## config.mk

```make
export PLATFORM = sky130hd
export DESIGN_NAME = trig_delay_channel
export DESIGN_NICKNAME = d
export VERILOG_FILES = /design/src/rtl/tdc_pkg.sv /design/src/rtl/tdc_edge_sampler.sv /design/src/rtl/tdc_sequencer.sv /design/src/rtl/tdc_edge_out.sv /design/src/rtl/trig_delay_channel.sv
export SDC_FILE = /design/constraint.sdc
export NUM_CORES = 1
export LEC_CHECK = 0
export CAP_MARGIN = 0
export CORE_MARGIN = 3
export CORE_UTILIZATION = 45
export CTS_BUF_LIST = sky130_fd_sc_hd__clkbuf_16
export DETAILED_ROUTE_END_ITERATION = 8
export PLACE_DENSITY = 0.72
export SLEW_MARGIN = 30
export SYNTH_ARGS = -nofsm -noshare
export SYNTH_HDL_FRONTEND = slang
export SYNTH_SLANG_ARGS = --single-unit
export TNS_END_PERCENT = 30
```

## constraint.sdc

```tcl
create_clock -name clk -period 2.65 [get_ports clk]
set_clock_uncertainty 0.15 [all_clocks]
set_input_delay 0.53 -clock clk [delete_from_list [all_inputs] [get_ports clk]]
set_output_delay 0.53 -clock clk [all_outputs]
set_load 0.1 [all_outputs]
```

## src/rtl/tdc_pkg.sv

```systemverilog
`timescale 1ns/1ps
package tdc_pkg;
  typedef enum logic [1:0] {
    SEQ_IDLE   = 2'd0,
    SEQ_COARSE = 2'd1,
    SEQ_FINE   = 2'd2,
    SEQ_PULSE  = 2'd3
  } seq_state_e;

  localparam int REG_ADDR_W = 3;
  localparam logic [REG_ADDR_W-1:0] REG_COARSE = 3'd0;
  localparam logic [REG_ADDR_W-1:0] REG_FINE   = 3'd1;
  localparam logic [REG_ADDR_W-1:0] REG_MODE   = 3'd2;
  localparam logic [REG_ADDR_W-1:0] REG_WIDTH  = 3'd3;
  localparam logic [REG_ADDR_W-1:0] REG_STATUS = 3'd4;

  // Output edge choice: falling-edge register when the requested half offset
  // and the detected arrival half disagree.
  function automatic logic edge_select(input logic half, input logic early);
    return half ^ early;
  endfunction

  // One extra fast cycle is needed when a half offset is asked for but the
  // trigger was seen on a rising edge.
  function automatic logic extra_cycle(input logic half, input logic early);
    return half & ~early;
  endfunction
endpackage

```

## src/rtl/tdc_edge_sampler.sv

```systemverilog
`timescale 1ns/1ps
module tdc_edge_sampler (
  input  logic clk,
  input  logic rst_n,
  input  logic trig_i,
  output logic det_o,
  output logic early_o
);
  logic neg_q;
  logic pos_q;
  logic neg_prev_q;
  logic pos_prev_q;
  logic rise_on_neg;
  logic rise_on_pos;

  always_ff @(negedge clk or negedge rst_n) begin
    if (!rst_n) neg_q <= 1'b0;
    else        neg_q <= trig_i;
  end

  always_ff @(posedge clk or negedge rst_n) begin
    if (!rst_n) begin
      pos_q      <= 1'b0;
      neg_prev_q <= 1'b0;
      pos_prev_q <= 1'b0;
    end else begin
      pos_q      <= trig_i;
      neg_prev_q <= neg_q;
      pos_prev_q <= pos_q;
    end
  end

  // Samples in time order: pos_prev_q, neg_prev_q, pos_q (half a period apart)
  assign rise_on_neg = ~pos_prev_q & neg_prev_q;
  assign rise_on_pos = ~neg_prev_q & pos_q;
  assign det_o       = rise_on_neg | rise_on_pos;
  assign early_o     = rise_on_neg;
endmodule

```

## src/rtl/tdc_sequencer.sv

```systemverilog
`timescale 1ns/1ps
module tdc_sequencer #(
  parameter int COARSE_W = 8,
  parameter int FINE_W   = 3,
  parameter int WIDTH_W  = 8
) (
  input  logic                clk,
  input  logic                rst_n,
  input  logic                start_i,
  input  logic                early_i,
  input  logic [COARSE_W-1:0] coarse_i,
  input  logic [FINE_W-1:0]   fine_i,
  input  logic                half_i,
  input  logic [FINE_W-1:0]   fine_run_i,
  input  logic [WIDTH_W-1:0]  width_run_i,
  output logic                busy_o,
  output logic                go_o,
  output logic                stop_o,
  output logic                fall_edge_o
);
  import tdc_pkg::*;

  localparam int DIV_W  = 3;
  localparam int FCNT_W = FINE_W + 4;

  seq_state_e          state_q;
  logic [DIV_W-1:0]    div_q;
  logic                slow_tick;
  logic [COARSE_W-1:0] ccnt_q;
  logic [FCNT_W-1:0]   fcnt_q;
  logic [WIDTH_W-1:0]  wcnt_q;
  logic [DIV_W-1:0]    phase_q;
  logic                extra_q;
  logic                fall_q;
  logic                go_q;
  logic                stop_q;

  // Fine reload: programmed fine count, the half-offset correction and the
  // divider phase left over from the coarse stage.
  function automatic logic [FCNT_W-1:0] fine_reload(input logic [FINE_W-1:0] f,
                                                    input logic extra,
                                                    input logic [DIV_W-1:0] ph);
    return FCNT_W'(f) + FCNT_W'(extra) + FCNT_W'(ph);
  endfunction

  function automatic logic [WIDTH_W-1:0] width_reload(input logic [WIDTH_W-1:0] w);
    return (w == '0) ? '0 : w - 1'b1;
  endfunction

  // Free-running divide-by-eight; coarse counting happens only on its tick
  always_ff @(posedge clk or negedge rst_n) begin
    if (!rst_n) div_q <= '0;
    else        div_q <= div_q + 1'b1;
  end
  assign slow_tick = (div_q == {DIV_W{1'b1}});

  always_ff @(posedge clk or negedge rst_n) begin
    if (!rst_n) begin
      state_q <= SEQ_IDLE;
      ccnt_q  <= '0;
      fcnt_q  <= '0;
      wcnt_q  <= '0;
      phase_q <= '0;
      extra_q <= 1'b0;
      fall_q  <= 1'b0;
      go_q    <= 1'b0;
      stop_q  <= 1'b0;
    end else begin
      go_q   <= 1'b0;
      stop_q <= 1'b0;
      unique case (state_q)
        SEQ_IDLE: begin
          if (start_i) begin
            fall_q  <= edge_select(half_i, early_i);
            extra_q <= extra_cycle(half_i, early_i);
            phase_q <= div_q + 1'b1;
            if (coarse_i == '0) begin
              state_q <= SEQ_FINE;
              fcnt_q  <= fine_reload(fine_i, extra_cycle(half_i, early_i), '0);
            end else begin
              state_q <= SEQ_COARSE;
              ccnt_q  <= coarse_i;
            end
          end
        end
        SEQ_COARSE: begin
          if (slow_tick) begin
            if (ccnt_q == COARSE_W'(1)) begin
              state_q <= SEQ_FINE;
              fcnt_q  <= fine_reload(fine_run_i, extra_q, phase_q);
            end else begin
              ccnt_q <= ccnt_q - 1'b1;
            end
          end
        end
        SEQ_FINE: begin
          if (fcnt_q == '0) begin
            go_q    <= 1'b1;
            state_q <= SEQ_PULSE;
            wcnt_q  <= width_reload(width_run_i);
          end else begin
            fcnt_q <= fcnt_q - 1'b1;
          end
        end
        SEQ_PULSE: begin
          if (wcnt_q == '0) begin
            stop_q  <= 1'b1;
            state_q <= SEQ_IDLE;
          end else begin
            wcnt_q <= wcnt_q - 1'b1;
          end
        end
        default: state_q <= SEQ_IDLE;
      endcase
    end
  end

  assign busy_o      = (state_q != SEQ_IDLE);
  assign go_o        = go_q;
  assign stop_o      = stop_q;
  assign fall_edge_o = fall_q;
endmodule

```

## src/rtl/tdc_edge_out.sv

```systemverilog
`timescale 1ns/1ps
module tdc_edge_out (
  input  logic clk,
  input  logic rst_n,
  input  logic req_rise_i,
  input  logic req_fall_i,
  input  logic invert_i,
  output logic tog_rise_o,
  output logic pulse_o
);
  logic tog_r_q;
  logic tog_f_q;

  always_ff @(posedge clk or negedge rst_n) begin
    if (!rst_n)          tog_r_q <= 1'b0;
    else if (req_rise_i) tog_r_q <= ~tog_r_q;
  end

  always_ff @(negedge clk or negedge rst_n) begin
    if (!rst_n)          tog_f_q <= 1'b0;
    else if (req_fall_i) tog_f_q <= ~tog_f_q;
  end

  assign tog_rise_o = tog_r_q;
  assign pulse_o    = tog_r_q ^ tog_f_q ^ invert_i;
endmodule

```

## src/rtl/trig_delay_channel.sv

```systemverilog
`timescale 1ns/1ps
module trig_delay_channel #(
  parameter int COARSE_W = 8,
  parameter int FINE_W   = 3,
  parameter int WIDTH_W  = 8,
  parameter int DATA_W   = 8
) (
  input  logic                          clk,
  input  logic                          rst_n,
  input  logic                          trig_i,
  input  logic                          wr_en_i,
  input  logic [tdc_pkg::REG_ADDR_W-1:0] wr_addr_i,
  input  logic [DATA_W-1:0]             wr_data_i,
  output logic                          pulse_o,
  output logic                          overrun_o
);
  import tdc_pkg::*;

  localparam int CFG_W = COARSE_W + FINE_W + WIDTH_W + 2;

  // Shadow (written) and running (frozen while busy) settings
  logic [COARSE_W-1:0] sh_coarse_q, run_coarse_q;
  logic [FINE_W-1:0]   sh_fine_q,   run_fine_q;
  logic [WIDTH_W-1:0]  sh_width_q,  run_width_q;
  logic                sh_half_q,   run_half_q;
  logic                sh_inv_q,    run_inv_q;
  logic                ovr_q;

  // Named internal events
  logic             det_evt;
  logic             early_evt;
  logic             busy;
  logic             start_evt;
  logic             go_evt;
  logic             stop_evt;
  logic             fall_edge;
  logic             req_rise;
  logic             req_fall;
  logic             tog_rise;
  logic             clr_hit;
  logic [CFG_W-1:0] run_cfg;

  tdc_edge_sampler u_sampler (
    .clk     (clk),
    .rst_n   (rst_n),
    .trig_i  (trig_i),
    .det_o   (det_evt),
    .early_o (early_evt)
  );

  assign start_evt = det_evt & ~busy;

  tdc_sequencer #(
    .COARSE_W (COARSE_W),
    .FINE_W   (FINE_W),
    .WIDTH_W  (WIDTH_W)
  ) u_seq (
    .clk         (clk),
    .rst_n       (rst_n),
    .start_i     (start_evt),
    .early_i     (early_evt),
    .coarse_i    (sh_coarse_q),
    .fine_i      (sh_fine_q),
    .half_i      (sh_half_q),
    .fine_run_i  (run_fine_q),
    .width_run_i (run_width_q),
    .busy_o      (busy),
    .go_o        (go_evt),
    .stop_o      (stop_evt),
    .fall_edge_o (fall_edge)
  );

  assign req_rise = (go_evt | stop_evt) & ~fall_edge;
  assign req_fall = (go_evt | stop_evt) &  fall_edge;

  tdc_edge_out u_out (
    .clk        (clk),
    .rst_n      (rst_n),
    .req_rise_i (req_rise),
    .req_fall_i (req_fall),
    .invert_i   (run_inv_q),
    .tog_rise_o (tog_rise),
    .pulse_o    (pulse_o)
  );

  // Shadow register writes
  always_ff @(posedge clk or negedge rst_n) begin
    if (!rst_n) begin
      sh_coarse_q <= '0;
      sh_fine_q   <= '0;
      sh_width_q  <= '0;
      sh_half_q   <= 1'b0;
      sh_inv_q    <= 1'b0;
    end else if (wr_en_i) begin
      unique case (wr_addr_i)
        REG_COARSE: sh_coarse_q <= wr_data_i[COARSE_W-1:0];
        REG_FINE:   sh_fine_q   <= wr_data_i[FINE_W-1:0];
        REG_MODE: begin
          sh_half_q <= wr_data_i[0];
          sh_inv_q  <= wr_data_i[1];
        end
        REG_WIDTH:  sh_width_q  <= wr_data_i[WIDTH_W-1:0];
        default: ;
      endcase
    end
  end

  // Running copy follows the shadow only while idle
  always_ff @(posedge clk or negedge rst_n) begin
    if (!rst_n) begin
      run_coarse_q <= '0;
      run_fine_q   <= '0;
      run_width_q  <= '0;
      run_half_q   <= 1'b0;
      run_inv_q    <= 1'b0;
    end else if (!busy) begin
      run_coarse_q <= sh_coarse_q;
      run_fine_q   <= sh_fine_q;
      run_width_q  <= sh_width_q;
      run_half_q   <= sh_half_q;
      run_inv_q    <= sh_inv_q;
    end
  end

  assign run_cfg = {run_coarse_q, run_fine_q, run_width_q, run_half_q, run_inv_q};

  // Sticky overrun; a new overrun wins over a clear in the same cycle
  assign clr_hit = wr_en_i & (wr_addr_i == REG_STATUS) & wr_data_i[0];

  always_ff @(posedge clk or negedge rst_n) begin
    if (!rst_n)              ovr_q <= 1'b0;
    else if (det_evt & busy) ovr_q <= 1'b1;
    else if (clr_hit)        ovr_q <= 1'b0;
  end

  assign overrun_o = ovr_q;
endmodule

```

==> metrics.md <==
| Metric | Value |
|---|---|
| Worst setup path category | `flop to output port` |
| Xor and xnor area share after synthesis | `3.53%` |
| Die area | `0.00999 sq mm` |
| Area Growth Syn to Fin | `18.0%` |
| Combinational family with the most area after synthesis | `simple AND/OR/NAND/NOR gates` |
| Worst skew pair latency | `about 330 ps` |
| FF+latch count, synth | `75` |
| Clk pin slew, worst setup/hold paths | `approximately 60 ps` |
| Root buffer cell | `clkbuf_16` |
| Yosys warning count | `0` |
| Synth Area in Adders | `under 10%` |
| Nets | `440` |
| Startpoint types | `flop` |
| Area leader, netlist | `dfrtp_1` |
| Number of flops mapped to enable cells by yosys | `0` |
| Post-synthesis mux area share | `12.8%` |
| Post-DP HPWL | `approximately 5700 microns` |
| IO buf count | `16` |
| Simple-gate share of the synthesized area | `13.5%` |
| CTS tree | `built` |
| Top Metal Used | `met4` |
| CP Capture Type | `output port` |
| Top Ports | `17` |
| Total Neg Setup Slack | `-515 ps` |
| Dpl cell area | `around 0.0043 sq mm` |
| Post-Layout Cell Count | `a little over 500` |
| Via count | `between 2000 and 3000` |
| IR Drop Worst-Case VDD | `0.689 mV` |
| WP buf/inv | `1` |
| Vias in the first global route | `2844` |
| Core Area | `approximately 0.0084 sq mm` |
| Crit path max fanout | `2` |
| CP Cell Sequence | `xnor2_4 -> buf_12` |
| Final Slew Violations | `0` |
| Crit path largest cell delay | `approximately 490 ps` |
| Asr flop ratio synth | `100%` |
| Post-synthesis sequential area ratio | `between 40% and 50%` |
| DRT Pass-1 Iters | `4` |
| Max-slew headroom | `47.5%` |
| Worst Max-Slew Pin Slew | `approximately 780 ps` |
| DP Cell Count | `between 400 and 500` |
| RSZ-0062 raised after global routing | `true` |
| Distinct cells, synth | `55` |
| Top FF cell, synth | `dfrtp_1` |
| Power per cell area | `between 1000 and 1500 mW/mm^2` |
| Rows | `33` |
| MaxCap Viol Count | `0` |
| Detail Route Antenna Nets | `0` |
| Synth top area share | `between 40% and 50%` |
| Die Y | `100 microns` |
| DRC errors left | `0` |
| Most common cell after layout, fill and taps aside | `dfrtp_1` |
| Commonest non-fill, non-tap cells in the layout | `dfrtp_1 (73), mux2_2 (35), nor2_1 (25)` |
| Hold Crit Class | `flop to flop` |
| Synth top area cells | `dfrtp_1 (46%), mux2_2 (9.9%), ha_1 (6.9%)` |
| Sink Count | `between 70 and 80` |
| Net Count, Synth | `between 400 and 500` |
| Chip width | `100 microns` |
| CTS Buffer Depth | `2` |
| Fill cells | `slightly below 700` |
| GPL Wtd Cong | `0.828` |
| Status | `finished with violations` |
| GRT overflow | `0` |
| Initial antenna violation count | `0` |
| Cell area after layout | `0.00469 sq mm` |
| Count of final setup violators | `1` |
| Crit path required time | `1970 ps` |
| Num CTS Buffers | `9` |
| Final Hold Viols | `0` |
| Largest delay contributor family on the critical path | `flip-flops` |
| Initial Util | `47.4%` |
| Largest net degree at the start of global routing | `between 70 and 80` |
| H-tree depth | `3` |
| P_leak | `just over 2 nW` |
| Post-Syn Instances | `roughly 370` |
| PnR worst setup slack | `-515 ps` |
| Slowest stage cell on the critical path | `dfrtn_1` |
| Met3 wire length | `285 microns` |
| Global-route wire length before repair | `approximately 14000 microns` |
| Final WL | `7920 microns` |
| Antenna diode count | `0` |
| Critical path arrival | `roughly 2500 ps` |
| Post-synthesis compound-gate area fraction | `12.2%` |
| M1 wire length | `~3700 microns` |
| Failing checks | `setup timing` |
| Final core occ | `between 50% and 60%` |
| Post-cts resize count | `0` |
| Metal2 WL | `between 3000 and 4000 microns` |
| Layout cells sized above 1 | `approximately a fifth` |
| DR iter-0 viols | `~120` |
| DP Worst Slack | `-164 ps` |
| Via density | `roughly 5.6` |
| DR WL/cell | `15.5 microns` |
| Global Route Usage Sum | `approximately 17%` |
| Post-Syn Area | `just under 0.004 sq mm` |
| Syn avg cell area | `between 10 and 15 sq um` |
[state kept, by name (all words and copies together) (netlist names), 2 cells and up]
| register | flops |
|---|---|
| u_seq.ccnt_q | 8 |
| u_seq.phase_q | 3 |
| sh_coarse_q | 8 |
| sh_fine_q | 3 |
| run_fine_q | 3 |
| u_seq.fcnt_q | 7 |
| u_seq.div_q | 3 |
| run_width_q | 8 |
| u_seq.wcnt_q | 8 |
| sh_width_q | 8 |
| u_seq.state_q | 2 |
[cells in the mapped netlist, drive strengths merged, types with 3 or more instances]
library cell and number:
clkbuf 8, a21oi 14, o21ai 25, or4 3, a22oi 4, o211ai 4
nor4 5, nor2 26, xor2 9, nand2b 3, o22ai 3, ha 22
dfrtp 73, nand3b 3, a31oi 6, inv 23, nor2b 3, xnor2 7
nand3 17, nand2 23, nor3b 3, mux2 36, mux2i 10, nor3 10
[metal layers]
layer	vias up	GRT usage (%)
li1	1408	-
met1	1399	23.8
met2	54	27.7
met3	6	3.20
met4	0	5.18
met5	-	0
[repair_timing]
action | in CTS | in global routing
pin swaps | 0 | 1
endpoints found under the setup margin | 1 | 1
cloned | 0 | 0
hold endpoints to repair | 2 | 0
setup buffers | 0 | 1
hold buffers | 1 | 0
[worst reg2reg max path: stages, from the launching register on]
cell and delay (ps):
dfrtp_1 400, or4_4 560, o21ai_1 200, or3b_1 510, o31a_1 340, a41o_1 200
[per-stage QoR]
stage | hold slack, ps | total power, mW
after floorplan | 84.4 | 4.14
after global placement | 197 | 4.84
after detailed placement | 199 | 4.92
after CTS | 232 | 6.26
after global routing | 237 | 6.69
final | 226 | 6.24
[layout make-up]
| class | count | area [sq um] | area share, % |
|---|---|---|---|
| multi-input combinational | 261 | 1980 | 42.3 |
| clock buffer | 9 | 225 | 4.80 |
| tap | 105 | 131 | 2.80 |
| timing repair buffer | 32 | 292 | 6.22 |
| inverter | 23 | 86.3 | 1.84 |
| sequential | 75 | 1880 | 40.0 |
| clock inverter | 7 | 93.8 | 2.00 |
[cells by family (layout without fill, tap and decap cells)]
| kind of cell | Yosys count | in the layout |
|---|---|---|
| mux | 46 | 46 |
| simple gates | 102 | 102 |
| fa+ha+maj | 23 | 23 |
| compound gates | 74 | 74 |
| xor+xnor | 16 | 16 |
| buf+inv | 33 | 71 |
| flops | 75 | 75 |
[power by group]
group | internal, mW | total, mW | switching [mW]
registers | 1.56 | 1.98 | 0.416
clock network | 0.824 | 1.29 | 0.467
logic | 1.38 | 2.97 | 1.59
[final timing paths]
path / from / to / slack [ps] / cells after the start
max: u_out.tog_f_q / pulse_o / -510 / 2
max in group asynchronous: rst_n / u_out.tog_f_q / 580 / 2
min in group asynchronous: rst_n / u_sampler.pos_q / 400 / 2
min reg2reg: u_sampler.pos_q / u_sampler.pos_prev_q / 230 / 0
max reg2reg: sh_coarse_q[6] / u_seq.fcnt_q[5] / 170 / 5
min: u_sampler.pos_q / u_sampler.pos_prev_q / 230 / 0
(Power assumes the default switching activity.)
